File: config.mk
export PLATFORM = sky130hd
export DESIGN_NAME = conflict_batch_queue
export DESIGN_NICKNAME = d
export VERILOG_FILES = /design/src/rtl/cbq_pkg.sv /design/src/rtl/cbq_fit_check.sv /design/src/rtl/cbq_ring_ptr.sv /design/src/rtl/conflict_batch_queue.sv
export SDC_FILE = /design/constraint.sdc
export NUM_CORES = 1
export LEC_CHECK = 0
export ABC_AREA = 0
export BUFFER_PORTS_ARGS = -buffer_cell sky130_fd_sc_hd__buf_2
export CORE_MARGIN = 2
export CORE_UTILIZATION = 33
export DETAILED_ROUTE_END_ITERATION = 16
export PLACE_DENSITY = 0.52
export SYNTH_ARGS = -nofsm -noshare
export SYNTH_HDL_FRONTEND = slang
export SYNTH_HIERARCHICAL = 1
export SYNTH_SLANG_ARGS = --single-unit
File: constraint.sdc
create_clock -name clk -period 11.5 [get_ports clk]
set_clock_uncertainty 0.15 [all_clocks]
set_input_delay 1.725 -clock clk [delete_from_list [all_inputs] [get_ports clk]]
set_output_delay 1.725 -clock clk [all_outputs]
set_load 0.05 [all_outputs]
File: src/rtl/cbq_pkg.sv
package cbq_pkg;

    typedef enum logic [2:0] {
        ST_IDLE,
        ST_CHIP_SCAN,
        ST_CHAN_SCAN,
        ST_DONE,
        ST_DRAIN
    } cbq_state_e;

endpackage

File: src/rtl/cbq_fit_check.sv
module cbq_fit_check #(
    parameter int W = 8
) (
    input  logic [W-1:0] set_mask,
    input  logic [W-1:0] req_mask,
    input  logic         full,
    output logic         fits
);

    // A candidate accepts the request when it has room and no shared bit.
    assign fits = !full && ((set_mask & req_mask) == '0);

endmodule

File: src/rtl/cbq_ring_ptr.sv
module cbq_ring_ptr #(
    parameter int DEPTH = 4,
    localparam int PW   = $clog2(DEPTH),
    localparam int CW   = $clog2(DEPTH + 1)
) (
    input  logic          clk,
    input  logic          rst_n,
    input  logic          push,
    input  logic          pop,
    input  logic [PW-1:0] rank,
    output logic [PW-1:0] head,
    output logic [CW-1:0] count,
    output logic [PW-1:0] rank_slot
);

    localparam logic [PW:0] DEPTH_X = (PW + 1)'(DEPTH);

    logic [PW:0] sum;

    always_ff @(posedge clk or negedge rst_n) begin
        if (!rst_n) begin
            head  <= '0;
            count <= '0;
        end else begin
            if (pop) begin
                head <= (head == PW'(DEPTH - 1)) ? '0 : head + 1'b1;
            end
            if (push && !pop) begin
                count <= count + 1'b1;
            end else if (pop && !push) begin
                count <= count - 1'b1;
            end
        end
    end

    // Age rank to physical slot, wrapping around the ring.
    always_comb begin
        sum = {1'b0, head} + {1'b0, rank};
        if (sum >= DEPTH_X) begin
            sum = sum - DEPTH_X;
        end
        rank_slot = sum[PW-1:0];
    end

endmodule

File: src/rtl/conflict_batch_queue.sv
module conflict_batch_queue
    import cbq_pkg::*;
#(
    parameter int CHIP_W = 8,
    parameter int CHAN_W = 4,
    parameter int NCB    = 4,
    parameter int NHB    = 4,
    parameter int NRQ    = 4,
    parameter int ID_W   = 8,
    localparam int CBW   = $clog2(NCB),
    localparam int HBW   = $clog2(NHB)
) (
    input  logic              clk,
    input  logic              rst_n,
    input  logic              in_valid,
    output logic              in_ready,
    input  logic [CHIP_W-1:0] in_chips,
    input  logic [CHAN_W-1:0] in_chans,
    input  logic [ID_W-1:0]   in_tag,
    input  logic              drain_req,
    output logic              res_valid,
    output logic [CBW-1:0]    res_cb,
    output logic [HBW-1:0]    res_hb,
    output logic [ID_W-1:0]   res_tag,
    output logic              out_valid,
    output logic [ID_W-1:0]   out_tag,
    output logic [HBW-1:0]    out_hb
);

    localparam int RQW  = $clog2(NRQ);
    localparam int CNTW = $clog2(NCB + 1);
    localparam int NHW  = $clog2(NHB + 1);
    localparam int RCW  = $clog2(NRQ + 1);

    cbq_state_e state, nxt;

    // Batch storage
    logic [CHIP_W-1:0] cb_chips [NCB];
    logic [NHW-1:0]    cb_nhb   [NCB];
    logic [CHAN_W-1:0] hb_chans [NCB][NHB];
    logic [RCW-1:0]    hb_cnt   [NCB][NHB];
    logic [ID_W-1:0]   tags     [NCB][NHB][NRQ];

    // Request under search and scan cursors
    logic [CHIP_W-1:0] req_chips;
    logic [CHAN_W-1:0] req_chans;
    logic [ID_W-1:0]   req_tag;
    logic [CBW-1:0]    pos;
    logic [NHW-1:0]    hb;
    logic [HBW-1:0]    hb_idx;
    logic [HBW-1:0]    dh;
    logic [RQW-1:0]    dr;
    logic [CBW-1:0]    res_cb_q;
    logic [HBW-1:0]    res_hb_q;

    logic [CBW-1:0]  head;
    logic [CNTW-1:0] count;
    logic [CBW-1:0]  slot;

    logic chip_ok, chan_ok, chan_full;
    logic at_end_chip, at_end_chan, can_new_hb;
    logic act_new_cb, act_enter_chan, act_skip_chip;
    logic act_new_hb, act_join, act_next_hb;
    logic last_in_hb, last_hb, act_free;
    logic accept, start_drain;

    assign hb_idx = hb[HBW-1:0];

    cbq_ring_ptr #(.DEPTH(NCB)) u_ring (
        .clk       (clk),
        .rst_n     (rst_n),
        .push      (act_new_cb),
        .pop       (act_free),
        .rank      (pos),
        .head      (head),
        .count     (count),
        .rank_slot (slot)
    );

    assign chan_full = (hb_cnt[slot][hb_idx] == RCW'(NRQ));

    cbq_fit_check #(.W(CHIP_W)) u_chip_fit (
        .set_mask (cb_chips[slot]),
        .req_mask (req_chips),
        .full     (1'b0),
        .fits     (chip_ok)
    );

    cbq_fit_check #(.W(CHAN_W)) u_chan_fit (
        .set_mask (hb_chans[slot][hb_idx]),
        .req_mask (req_chans),
        .full     (chan_full),
        .fits     (chan_ok)
    );

    // Decisions of the current cycle
    always_comb begin
        at_end_chip    = (CNTW'(pos) == count);
        at_end_chan    = (hb == cb_nhb[slot]);
        can_new_hb     = (cb_nhb[slot] < NHW'(NHB));
        act_new_cb     = (state == ST_CHIP_SCAN) && at_end_chip;
        act_enter_chan = (state == ST_CHIP_SCAN) && !at_end_chip && chip_ok;
        act_skip_chip  = ((state == ST_CHIP_SCAN) && !at_end_chip && !chip_ok) ||
                         ((state == ST_CHAN_SCAN) && at_end_chan && !can_new_hb);
        act_new_hb     = (state == ST_CHAN_SCAN) && at_end_chan && can_new_hb;
        act_join       = (state == ST_CHAN_SCAN) && !at_end_chan && chan_ok;
        act_next_hb    = (state == ST_CHAN_SCAN) && !at_end_chan && !chan_ok;
        last_in_hb     = ((RCW'(dr) + RCW'(1)) == hb_cnt[head][dh]);
        last_hb        = ((NHW'(dh) + NHW'(1)) == cb_nhb[head]);
        act_free       = (state == ST_DRAIN) && last_in_hb && last_hb;
        start_drain    = (state == ST_IDLE) && drain_req && (count != '0);
        accept         = in_valid && in_ready;
    end

    // State register
    always_ff @(posedge clk or negedge rst_n) begin
        if (!rst_n) begin
            state <= ST_IDLE;
        end else begin
            state <= nxt;
        end
    end

    // Transitions
    always_comb begin
        nxt = state;
        unique case (state)
            ST_IDLE: begin
                if (start_drain) begin
                    nxt = ST_DRAIN;
                end else if (accept) begin
                    nxt = ST_CHIP_SCAN;
                end
            end
            ST_CHIP_SCAN: begin
                if (act_new_cb) begin
                    nxt = ST_DONE;
                end else if (act_enter_chan) begin
                    nxt = ST_CHAN_SCAN;
                end
            end
            ST_CHAN_SCAN: begin
                if (act_new_hb || act_join) begin
                    nxt = ST_DONE;
                end else if (act_skip_chip) begin
                    nxt = ST_CHIP_SCAN;
                end
            end
            ST_DONE:  nxt = ST_IDLE;
            ST_DRAIN: begin
                if (act_free) begin
                    nxt = ST_IDLE;
                end
            end
            default:  nxt = ST_IDLE;
        endcase
    end

    // Cursors, captured request and result
    always_ff @(posedge clk or negedge rst_n) begin
        if (!rst_n) begin
            req_chips <= '0;
            req_chans <= '0;
            req_tag   <= '0;
            pos       <= '0;
            hb        <= '0;
            dh        <= '0;
            dr        <= '0;
            res_cb_q  <= '0;
            res_hb_q  <= '0;
        end else begin
            if (accept) begin
                req_chips <= in_chips;
                req_chans <= in_chans;
                req_tag   <= in_tag;
                pos       <= '0;
            end
            if (act_enter_chan) begin
                hb <= '0;
            end
            if (act_next_hb) begin
                hb <= hb + 1'b1;
            end
            if (act_skip_chip) begin
                pos <= pos + 1'b1;
            end
            if (act_new_cb) begin
                res_cb_q <= pos;
                res_hb_q <= '0;
            end
            if (act_new_hb || act_join) begin
                res_cb_q <= pos;
                res_hb_q <= hb_idx;
            end
            if (start_drain) begin
                dh <= '0;
                dr <= '0;
            end else if (state == ST_DRAIN) begin
                if (!last_in_hb) begin
                    dr <= dr + 1'b1;
                end else if (!last_hb) begin
                    dh <= dh + 1'b1;
                    dr <= '0;
                end
            end
        end
    end

    // Masks and counts
    always_ff @(posedge clk or negedge rst_n) begin
        if (!rst_n) begin
            for (int c = 0; c < NCB; c++) begin
                cb_chips[c] <= '0;
                cb_nhb[c]   <= '0;
                for (int h = 0; h < NHB; h++) begin
                    hb_chans[c][h] <= '0;
                    hb_cnt[c][h]   <= '0;
                end
            end
        end else begin
            if (act_new_cb) begin
                cb_chips[slot]    <= req_chips;
                cb_nhb[slot]      <= NHW'(1);
                hb_chans[slot][0] <= req_chans;
                hb_cnt[slot][0]   <= RCW'(1);
            end
            if (act_new_hb) begin
                cb_chips[slot]         <= cb_chips[slot] | req_chips;
                cb_nhb[slot]           <= cb_nhb[slot] + 1'b1;
                hb_chans[slot][hb_idx] <= req_chans;
                hb_cnt[slot][hb_idx]   <= RCW'(1);
            end
            if (act_join) begin
                cb_chips[slot]         <= cb_chips[slot] | req_chips;
                hb_chans[slot][hb_idx] <= hb_chans[slot][hb_idx] | req_chans;
                hb_cnt[slot][hb_idx]   <= hb_cnt[slot][hb_idx] + 1'b1;
            end
            if (act_free) begin
                cb_chips[head] <= '0;
                cb_nhb[head]   <= '0;
            end
        end
    end

    // Member tags
    always_ff @(posedge clk) begin
        if (act_new_cb) begin
            tags[slot][0][0] <= req_tag;
        end
        if (act_new_hb) begin
            tags[slot][hb_idx][0] <= req_tag;
        end
        if (act_join) begin
            tags[slot][hb_idx][hb_cnt[slot][hb_idx][RQW-1:0]] <= req_tag;
        end
    end

    // Outputs
    always_comb begin
        in_ready  = (state == ST_IDLE) && !drain_req && (count < CNTW'(NCB));
        res_valid = (state == ST_DONE);
        res_cb    = res_cb_q;
        res_hb    = res_hb_q;
        res_tag   = req_tag;
        out_valid = (state == ST_DRAIN);
        out_tag   = tags[head][dh][dr];
        out_hb    = dh;
    end

endmodule

# Word level (Yosys, flattened, before mapping)
# Memory sizes are Yosys's and may differ from the RTL's.
# Cells that the tools add are included.
# totals
input_bits	24
latch_bits	0
word_cells	552
n_memories	1
reg_bits	197
romBits	0
ramBits	512
# classes
n_div	0
n_bitwise	159
shifts	0
n_lt_le_gt_ge	13
eq_ne	16
n_mux	250
n_addsub	13
reduce_logical	48
n_mul	0
# mem_list
memory	words	word_bits	read_ports	rd_clocked_by_memory_dff	wr	line	source
tags	4	128	1	0	1	conflict_batch_queue.sv:42	logic [ID_W-1:0] tags [NCB][NHB][NRQ];
# op_table
operator	n
$mux 128	2
$mux 32	8
$bwmux 64	3
$mux 64	3
$mux 48	3
$mux 1	140
$or 1x1->1	136
$demux 32 s2	2
$mux 12	9
$and 32x32->32	3
$bwmux 32	3
$not 32->32	3
$mux 3	22
$bmux 32 s2	1
$demux 16 s2	2
$mux 16	4
$mux 8	7
$bmux 12 s2	2
$bwmux 48	1
$demux 12 s2	2
$demux 8 s2	3
$bmux 16 s2	1
$bmux 8 s2	2
$mux 2	16
45 further kinds	121

# Logic depth before layout (Yosys ltp)
# Gate-level depths: netlist (run 1).
# logic_depth
word_depth	19
mapped_depth	22
depth_no_buf	16

# Cells and area by module
# The synthesis (run 1) kept the hierarchy.
# modules_own_cells
mod	cells_each	instances	area_per_inst_um2	seq_area_each_um2
conflict_batch_queue	1817	1	30461.7	20179.4
cbq_ring_ptr	21	1	275.3	125.1
cbq_fit_check (u_chip_fit)	5	1	42.5	0.0
cbq_fit_check (u_chan_fit)	3	1	21.3	0.0

# Least setup slack after synthesis (run 1)
# Ideal clock, no wire load.
# synth_path
path_kind	register -> register
start	register pos[0]
end	memory tags[3][0] (netlist bit), enable pin
t_arrival_ns	4.907
setup_slack_ns	6.112
path_stages_with_launch	20
setup_ns	0.332
path_buffers	6
required_ns	11.018
path_cell_list	dfrtp_1 > ha_1 > xnor2_1 > xnor2_1 > buf_4 > buf_2 > buf_1 > mux4_2 > mux4_2 > buf_1 > inv_1 > ha_1 > and2_1 > a21oi_1 > and2_1 > clkbuf_1 > clkbuf_1 > nand2_1 > nor3_1 > and2_1
# synth_via
elab_cells_between_ends	45
classes_between	2 x add/sub; 4 x order compare; 2 x eq/ne; 24 x mux; 4 x bitwise; 9 x reduce/logical
# synth_rtl
item	line	source
start: declaration	conflict_batch_queue.sv:48	logic [CBW-1:0] pos;
start signal: assignment	conflict_batch_queue.sv:185	pos <= pos + 1'b1;
$add 2x2->3 *	cbq_ring_ptr.sv:38	sum = {1'b0, head} + {1'b0, rank};
$ge 3x3->1 or $sub 2x1->2 (tied branches)	cbq_ring_ptr.sv:39, cbq_ring_ptr.sv:40	
$mux 2 *	cbq_ring_ptr.sv:39	if (sum >= DEPTH_X) begin
net slot[1]	conflict_batch_queue.sv:58	logic [CBW-1:0] slot;
$not 2->3 (not written as such) *	conflict_batch_queue.sv:80	assign chan_full = (hb_cnt[slot][hb_idx] == RCW'(NRQ));
$bmux 12 s2 *	conflict_batch_queue.sv:80	
$mux 12 (not written as such) * (2 in series)	conflict_batch_queue.sv:80	
$bmux 3 s2 *	conflict_batch_queue.sv:80	
[... 3 more ...]	--	
net chan_full	conflict_batch_queue.sv:60	logic chip_ok, chan_ok, chan_full;
$logic_not 1->1 *	cbq_fit_check.sv:11	assign fits = !full && ((set_mask & req_mask) == '0);
$logic_and 1x1->1 *	cbq_fit_check.sv:11	
net chan_ok	conflict_batch_queue.sv:60	
$logic_and 1x1->1 *	conflict_batch_queue.sv:106	act_join = (state == ST_CHAN_SCAN) && !at_end_chan && chan_ok;
$mux 1 *	conflict_batch_queue.sv:253	if (act_join) begin
$mux 128 (not written as such) *	conflict_batch_queue.sv:254	tags[slot][hb_idx][hb_cnt[slot][hb_idx][RQW-1:0]] <= req_tag;
$or 1x1->1 (no source line) *	--	
end: declaration	conflict_batch_queue.sv:42	
# Mark *: on every way through the listed nets, which the timed path passes. The rest lies on a longest branch. The select of a mux whose other input is x is not followed.

# Worst setup path in the final report (run 1)
# layout_path
start	register u_ring.head[1]
end	output out_tag[4]
# layout_via
elab_chain_len	7
# layout_lines
item	line	source
start: declaration	cbq_ring_ptr.sv:11	output logic [PW-1:0] head,
start signal: assignment	cbq_ring_ptr.sv:26	head <= (head == PW'(DEPTH - 1)) ? '0 : head + 1'b1;
$mem_v2 4x128	--	
$bmux 32 s2	conflict_batch_queue.sv:266	out_tag = tags[head][dh][dr];
$mux 32 (not written as such) (2 in series)	conflict_batch_queue.sv:266	
$bmux 8 s2	conflict_batch_queue.sv:266	
$mux 8 (not written as such) (2 in series)	conflict_batch_queue.sv:266	
end: declaration	conflict_batch_queue.sv:26	output logic [ID_W-1:0] out_tag,
# Every way passes these cells. The select of a mux whose other input is x is not followed.

==> metrics.txt, run 1 <==
# TYPE chip_impl_metric gauge
chip_impl_metric{name="route.vias.total",unit=""} 17900
chip_impl_metric{name="synthesis.instances",unit=""} 1846
chip_impl_info{name="most_common_cell_after_layout_fill_and_taps_aside",value="sky130_fd_sc_hd__edfxtp_1"} 1
chip_impl_metric{name="power.ir.vdd_worst",unit="uV"} 177
chip_impl_metric{name="synthesis.area_per_instance",unit="um^2"} 16.7
chip_impl_metric{name="post_synth_instance_area",unit="mm^2"} 0.0308
chip_impl_metric{name="first_global_vias",unit=""} 18200
chip_impl_metric{name="clock_power_share",unit=""} 0.248
chip_impl_metric{name="pin_count",unit=""} 49
chip_impl_metric{name="gp_routability_congestion",unit=""} 0.856
chip_impl_metric{name="drt_pass1_iterations",unit=""} 5
chip_impl_metric{name="grt.met2_usage",unit=""} 0.288
chip_impl_metric{name="power.density",unit="mW/mm^2"} 295
chip_impl_info{name="status",value="finished clean"} 1
chip_impl_metric{name="layout_worst_path_cycle_share",unit=""} 0.594
chip_impl_metric{name="start_util",unit=""} 0.332
chip_impl_metric{name="layout-area-overhead-vs-synth",unit="%"} 14.3
chip_impl_metric{name="synth-seq-cells",unit=""} 709
chip_impl_metric{name="fin_nets",unit=""} 1957
chip_impl_metric{name="ctsHoldBuffers",unit=""} 0
chip_impl_metric{name="buffer_ports.inserted",unit=""} 48
chip_impl_metric{name="cts.sink_count",unit=""} 709
chip_impl_metric{name="cts_buffer_depth",unit=""} 3
chip_impl_metric{name="dp.cells",unit=""} 3091
chip_impl_metric{name="p_int",unit="mW"} 6.38
chip_impl_info{name="critPathKind",value="reg2out"} 1
chip_impl_metric{name="comb_power_share",unit=""} 0.396
chip_impl_metric{name="gr-usage-met3",unit=""} 0.0268
chip_impl_metric{name="grt-ovfl-total",unit=""} 0
chip_impl_metric{name="worstPathMaxFanout",unit=""} 67
chip_impl_metric{name="routed_wire_length",unit="um"} 87000
chip_impl_metric{name="timing.critical_path.arrival",unit="ns"} 4.96
chip_impl_metric{name="timing.max_cap.violations",unit=""} 0
chip_impl_metric{name="grtUsageTotal",unit=""} 0.184
chip_impl_metric{name="routed_wire_length_per_instance",unit="um"} 26.9
chip_impl_metric{name="clock_insertion_delay_worst_skew",unit="ns"} 0.63
chip_impl_metric{name="leakagePower",unit="nW"} 11.8
chip_impl_metric{name="drt-initial-drc-count",unit=""} 1872
chip_impl_metric{name="setup-violations-final",unit=""} 0
chip_impl_metric{name="die_width",unit="um"} 310
chip_impl_metric{name="met1_track_usage_gr",unit=""} 0.264
chip_impl_metric{name="r2r_slack",unit="ns"} 4.99
chip_impl_info{name="timing.critical_path.to_type",value="output pin"} 1
chip_impl_info{name="synth-main-ff-cell",value="sky130_fd_sc_hd__edfxtp_1"} 1
chip_impl_metric{name="cts_max_level",unit=""} 3
chip_impl_metric{name="grt_antenna_before_repair",unit=""} 5
chip_impl_metric{name="netSwitchingFraction",unit=""} 0.387
chip_impl_metric{name="placedInstanceArea",unit="mm^2"} 0.0326
chip_impl_metric{name="final_layout_size_suffix_gt1_frac",unit=""} 0.272
chip_impl_metric{name="critical_path_required",unit="ns"} 9.63
chip_impl_info{name="rsz0062_at_grt",value="no"} 1
chip_impl_info{name="busiest_layer",value="met2"} 1
chip_impl_metric{name="timing.setup.tns",unit="ns"} 0
chip_impl_metric{name="dieArea",unit="mm^2"} 0.0958
chip_impl_metric{name="worst_margin_pin_slew",unit="ns"} 1.29
chip_impl_metric{name="library_cells_used_by_synthesis",unit=""} 75
chip_impl_metric{name="die-height",unit="um"} 310
chip_impl_metric{name="max_freq",unit="MHz"} 146
chip_impl_metric{name="fp.coreArea",unit="mm^2"} 0.0929
chip_impl_metric{name="cts_buffers",unit=""} 79
chip_impl_metric{name="post_cts.repair.setup_buffers",unit=""} 0
chip_impl_metric{name="syn-num-nets",unit=""} 1885
chip_impl_metric{name="worst_slew_margin_rel",unit=""} 0.134
chip_impl_metric{name="synth_async_sr_flop_share",unit=""} 0.278
chip_impl_metric{name="p_switching",unit="mW"} 4.02
chip_impl_metric{name="synth_enable_flop_cells",unit=""} 512
chip_impl_metric{name="clk_pin_slew",unit="ns"} 0.06
chip_impl_info{name="cts.root.buffer_cell",value="sky130_fd_sc_hd__clkbuf_16"} 1
chip_impl_metric{name="vias_per_cell",unit=""} 5.54
chip_impl_metric{name="antenna_violating_nets_post_route",unit=""} 0
chip_impl_info{name="startpoint_type",value="flip-flop"} 1
chip_impl_metric{name="stdcell_count",unit=""} 3233
chip_impl_metric{name="place_hpwl",unit="um"} 56300
chip_impl_metric{name="final_min_period",unit="ns"} 6.83
chip_impl_metric{name="grt_start_max_net_pins",unit=""} 122
chip_impl_metric{name="final.fill_count",unit=""} 8540
chip_impl_metric{name="num_rows",unit=""} 112
chip_impl_metric{name="post-route-drc-count",unit=""} 0
chip_impl_metric{name="final_max_slew_viol_count",unit=""} 0
chip_impl_metric{name="postCtsResizedCells",unit=""} 0
chip_impl_metric{name="final_core_util",unit=""} 0.379
chip_impl_metric{name="number_of_endpoints_with_negative_hold_slack_in_the_final_report",unit=""} 0
chip_impl_metric{name="seq_area_frac_synth",unit=""} 0.659
chip_impl_info{name="holdCritPathClass",value="reg2reg"} 1
chip_impl_metric{name="report.power.total",unit="mW"} 10.4
chip_impl_info{name="cts_tree",value="done"} 1
chip_impl_metric{name="seqPwrFrac",unit=""} 0.357
chip_impl_metric{name="grt_first_pass_wirelength",unit="um"} 129000
chip_impl_metric{name="post-route-cell-area",unit="mm^2"} 0.0352
chip_impl_metric{name="warnings_synthesis",unit=""} 6
chip_impl_info{name="layout_common_cells",value="sky130_fd_sc_hd__edfxtp_1 (512), sky130_fd_sc_hd__mux4_2 (216), sky130_fd_sc_hd__dfrtp_1 (185)"} 1
## cell usage after synthesis (all sizes together), types with 21 or more instances
cell	instances	area, um^2
nor3	38	216
mux4	216	4860
mux2	26	293
and2	51	319
a21oi	60	300
a211oi	39	298
inv	43	161
buf	60	324
nor2	103	387
dfrtp	197	4930
edfxtp	512	15400
clkbuf	50	188
o21ai	55	283
a221oi	21	184
o221a	30	338
nand2	114	433
nand3	38	203
## metal layers
layer | vias up | share of wire
met4 | 6 | 0.026
met2 | 695 | 0.47
li1 | 7536 | -
met3 | 144 | 0.058
met1 | 9533 | 0.44
met5 | - | 0.00047
## flip-flops by register name, summed over array words and instances, names as in the netlist, 3 cells and up
name          flops
res_tag           8
tags            512
cb_chips         32
req_chips         8
req_chans         4
hb                3
cb_nhb           12
u_ring/count      3
hb_cnt           48
hb_chans         64
state             3
## power groups by stage
stage                     combinational [mW]  clock [mW]  sequential (mW)
after floorplan                         2.63           0             3.78
after global placement                  4.07           0             3.74
after detailed placement                4.14           0             3.75
after CTS                               4.16        2.63             3.71
after global routing                    4.41        2.72             3.75
final                                   4.12        2.58             3.71
## logic make-up after synthesis
group | after synthesis | synth area share
flip-flops | 709 | 0.659
AND/OR/NAND/NOR | 412 | 0.0665
AO/OA/AOI/OAI | 274 | 0.0643
multiplexers | 260 | 0.173
buffers and inverters | 154 | 0.0220
XOR/XNOR | 21 | 0.00829
adder cells (fa/ha/maj) | 15 | 0.00634
other | 1 | 0.000122
## cell type report
| type | instances | area [um^2] | share of cell area |
|---|---|---|---|
| Antenna cell | 1 | 2.50 | 0.0000711 |
| Clock buffer | 98 | 2120 | 0.0602 |
| Clock inverter | 43 | 508 | 0.0144 |
| Inverter | 44 | 165 | 0.00469 |
| Multi-Input combinational cell | 983 | 9850 | 0.280 |
| Sequential cell | 709 | 20300 | 0.577 |
| Tap cell | 1254 | 1570 | 0.0446 |
| Timing Repair Buffer | 101 | 659 | 0.0187 |
## worst max-delay path, cell delays in order, from the launching register on
cell	delay, ns
sky130_fd_sc_hd__dfrtp_4	0.72
sky130_fd_sc_hd__buf_4	0.81
sky130_fd_sc_hd__buf_4	0.92
sky130_fd_sc_hd__mux4_2	0.42
sky130_fd_sc_hd__mux4_2	0.52
sky130_fd_sc_hd__mux4_2	0.57
sky130_fd_sc_hd__buf_2	0.25
## stage by stage
| stage | hold WS (ns) | setup WS, ns |
|---|---|---|
| floorplan | 0.309 | 6.11 |
| global placement | 0.343 | 5.17 |
| detailed placement | 0.334 | 5.06 |
| CTS | 0.347 | 4.51 |
| global route | 0.353 | 4.47 |
| finish | 0.343 | 4.67 |
## worst paths after layout
check                                           start  cells past startpoint                        to
max reg2reg                u_ring/head[0]$_DFFE_PN0P_                     13     tags[0][40]$_DFFE_PP_
max                        u_ring/head[1]$_DFFE_PN0P_                      6                out_tag[4]
max in group asynchronous                       rst_n                      2    cb_chips[27]$_DFF_PN0_
min reg2reg                    hb_chans[20]$_DFF_PN0_                      1    hb_chans[20]$_DFF_PN0_
min in group asynchronous                       rst_n                      1  req_chans[1]$_DFFE_PN0P_
min                            hb_chans[20]$_DFF_PN0_                      1    hb_chans[20]$_DFF_PN0_
No activity file was read; power rests on OpenSTA's default activity.
==> run 2, diff against run 1 <==
- PLACE_DENSITY: 0.52 -> 0.54
- clock period: 11.5 -> 5.6 ns (I/O delays scaled with it)
==> run 2 against run 1 <==
Effect of this change:
- count of clock-buffer cells in the layout up 6
- sequential share of layout area down 1.2 points
- final cell count up 2.8%
- power up 110%
- first-iteration DRC count up 6.7%
- worst setup slack worse by 4.3 ns
- global-route usage about the same
- sequential cell count unchanged
- core utilization up 0.82 points
- critical path type is now reg2reg
==> metrics.txt, run 2 (synthesis gave the netlist of run 1 again) <==
# TYPE chip_impl_metric gauge
chip_impl_metric{name="antenna_violating_nets_post_route",unit=""} 0
chip_impl_metric{name="die_width",unit="um"} 310
chip_impl_metric{name="place_hpwl",unit="um"} 55900
chip_impl_metric{name="worst_margin_pin_slew",unit="ns"} 1.31
chip_impl_metric{name="dieArea",unit="mm^2"} 0.0958
chip_impl_metric{name="pin_count",unit=""} 49
chip_impl_info{name="rsz0062_at_grt",value="no"} 1
chip_impl_metric{name="final_min_period",unit="ns"} 5.25
chip_impl_metric{name="largest_register_ff_count",unit=""} 512
chip_impl_metric{name="timing.max_cap.violations",unit=""} 0
chip_impl_metric{name="route.vias.total",unit=""} 18200
chip_impl_metric{name="report.power.total",unit="mW"} 21.6
chip_impl_metric{name="drt_pass1_iterations",unit=""} 8
chip_impl_metric{name="leakagePower",unit="nW"} 12.4
chip_impl_metric{name="gp_routability_congestion",unit=""} 0.885
chip_impl_metric{name="cts_buffer_depth",unit=""} 3
chip_impl_metric{name="number_of_endpoints_with_negative_hold_slack_in_the_final_report",unit=""} 0
chip_impl_info{name="cts_tree",value="done"} 1
chip_impl_metric{name="routed_wire_length_per_instance",unit="um"} 26.2
chip_impl_metric{name="timing.critical_path.arrival",unit="ns"} 5.64
chip_impl_metric{name="drt-initial-drc-count",unit=""} 1997
chip_impl_info{name="startpoint_type",value="flip-flop"} 1
chip_impl_metric{name="start_util",unit=""} 0.332
chip_impl_metric{name="clock_insertion_delay_worst_skew",unit="ns"} 0.64
chip_impl_info{name="registers.top_by_ff_count",value="tags"} 1
chip_impl_metric{name="die-height",unit="um"} 310
chip_impl_metric{name="worstPathMaxFanout",unit=""} 13
chip_impl_metric{name="layout-area-overhead-vs-synth",unit="%"} 16.8
chip_impl_metric{name="grt_start_max_net_pins",unit=""} 160
chip_impl_metric{name="max_freq",unit="MHz"} 191
chip_impl_metric{name="first_global_vias",unit=""} 18600
chip_impl_info{name="critPathKind",value="reg2reg"} 1
chip_impl_info{name="most_common_cell_after_layout_fill_and_taps_aside",value="sky130_fd_sc_hd__edfxtp_1"} 1
chip_impl_metric{name="insertedDiodeCount",unit=""} 0
chip_impl_metric{name="final_max_slew_viol_count",unit=""} 0
chip_impl_metric{name="worst_slew_margin_rel",unit=""} 0.122
chip_impl_info{name="layout_common_cells",value="sky130_fd_sc_hd__edfxtp_1 (512), sky130_fd_sc_hd__mux4_2 (216), sky130_fd_sc_hd__dfrtp_1 (185)"} 1
chip_impl_metric{name="post-route-drc-count",unit=""} 0
chip_impl_metric{name="final_layout_size_suffix_gt1_frac",unit=""} 0.305
chip_impl_metric{name="fin_nets",unit=""} 2043
chip_impl_metric{name="cts_max_level",unit=""} 3
chip_impl_metric{name="critical_path_required",unit="ns"} 5.99
chip_impl_info{name="timing.critical_path.to_type",value="flip-flop"} 1
chip_impl_metric{name="cts_buffers",unit=""} 79
chip_impl_metric{name="final.fill_count",unit=""} 8475
chip_impl_metric{name="grtUsageTotal",unit=""} 0.184
chip_impl_metric{name="grt_antenna_before_repair",unit=""} 3
chip_impl_metric{name="timing.setup.tns",unit="ns"} 0
chip_impl_metric{name="fp.coreArea",unit="mm^2"} 0.0929
chip_impl_metric{name="layout_worst_path_cycle_share",unit=""} 0.937
chip_impl_info{name="cts.root.buffer_cell",value="sky130_fd_sc_hd__clkbuf_16"} 1
chip_impl_metric{name="postCtsResizedCells",unit=""} 0
chip_impl_metric{name="buffer_ports.inserted",unit=""} 48
chip_impl_info{name="holdCritPathClass",value="in2async"} 1
chip_impl_metric{name="routed_wire_length",unit="um"} 87000
chip_impl_info{name="largest_registers",value="tags x512, hb_chans x64, hb_cnt x48"} 1
chip_impl_metric{name="grt_first_pass_wirelength",unit="um"} 129000
chip_impl_metric{name="vias_per_cell",unit=""} 5.49
chip_impl_metric{name="setup-violations-final",unit=""} 0
chip_impl_metric{name="power.density",unit="mW/mm^2"} 600
chip_impl_info{name="status",value="finished clean"} 1
chip_impl_metric{name="cts.sink_count",unit=""} 709
chip_impl_metric{name="clk_pin_slew",unit="ns"} 0.06
chip_impl_metric{name="power.ir.vdd_worst",unit="uV"} 517
chip_impl_metric{name="grt-ovfl-total",unit=""} 0
chip_impl_metric{name="num_rows",unit=""} 112
[run 2: cell count changes in the layout (fill, tap and decap cells not counted), moves of 2 or more]
| cell | change |
|---|---|
| sky130_fd_sc_hd__buf_4 | +84 |
| sky130_fd_sc_hd__clkbuf_8 | +9 |
| sky130_fd_sc_hd__clkbuf_1 | -3 |
| sky130_fd_sc_hd__clkinv_2 | -3 |
| sky130_fd_sc_hd__clkinvlp_4 | +3 |
| sky130_fd_sc_hd__inv_16 | +3 |
| sky130_fd_sc_hd__clkinv_1 | +2 |
| sky130_fd_sc_hd__clkinv_16 | -2 |
[run 2: layout make-up]
type,count,area [um^2],share of cell area
sequential,709,20300,0.565
clock inverter,43,475,0.0132
timing repair buffer,187,1340,0.0372
multi-input combinational,983,9860,0.274
clock buffer,104,2230,0.0621
tap,1254,1570,0.0436
inverter,44,165,0.00459
[run 2: metrics by stage]
step           utilization  area (um^2)  hold slack [ns]  std cells  worst slack (ns)
4_1_cts              0.387        35900            0.212       3323             0.397
5_1_grt              0.387        36000            0.250       3324             0.122
6_report             0.387        36000            0.128       3324             0.354
2_1_floorplan            -        30800            0.309       1846             0.212
3_5_place_dp         0.358        33200            0.347       3177             0.437
3_3_place_gp         0.358        33200            0.333       3177             0.445
[run 2: power by group]
group	internal, mW	leakage, nW	total [mW]	switching (mW)
Combinational	3.27	3.92	8.62	5.35
Clock	3.20	1.32	5.38	2.18
Sequential	6.88	7.12	7.58	0.694
[run 2: final timing paths]
kind                                            startpoint                        to  slack [ns]  depth (start not counted)
max in group asynchronous                            rst_n    hb_chans[58]$_DFF_PN0_        3.71                          2
worst max-delay path            u_ring/head[0]$_DFFE_PN0P_      hb_cnt[36]$_DFF_PN0_        0.35                         16
min in group clk                               in_chans[3]  req_chans[3]$_DFFE_PN0P_        0.29                          2
worst min register to register       res_hb[1]$_DFFE_PN0P_     res_hb[1]$_DFFE_PN0P_        0.36                          2
worst max register to register  u_ring/head[0]$_DFFE_PN0P_      hb_cnt[36]$_DFF_PN0_        0.35                         16
worst min-delay path                                 rst_n    hb_chans[33]$_DFF_PN0_        0.13                          1
[run 2: repair_timing]
action / in CTS / in global routing
hold buffers: 0 / 0
setup buffers: 0 / 0
setup endpoints to repair: 8 / 0
[run 2: critical path: stages, from the launching register on]
cell and delay [ns]:
sky130_fd_sc_hd__dfrtp_4 0.49, sky130_fd_sc_hd__ha_2 0.20, sky130_fd_sc_hd__xnor2_1 0.15, sky130_fd_sc_hd__xnor2_2 0.50, sky130_fd_sc_hd__buf_4 0.34, sky130_fd_sc_hd__mux4_2 0.52
sky130_fd_sc_hd__mux2i_1 0.30, sky130_fd_sc_hd__a21oi_1 0.15, sky130_fd_sc_hd__and2_1 0.20, sky130_fd_sc_hd__a21oi_1 0.10, sky130_fd_sc_hd__and2_1 0.53, sky130_fd_sc_hd__nand3_1 0.18
sky130_fd_sc_hd__a31o_2 0.27, sky130_fd_sc_hd__nand2_1 0.32, sky130_fd_sc_hd__and2_1 0.50, sky130_fd_sc_hd__nor2_1 0.09, sky130_fd_sc_hd__a21oi_1 0.15
[run 2: layer usage]
metal,global-route usage,routed length (um),vias to the layer above
li1,-,-,7710
met1,0.265,38200,9652
met2,0.288,40800,747
met3,0.0335,6260,132
met4,0.0470,1760,2
met5,0,11,-
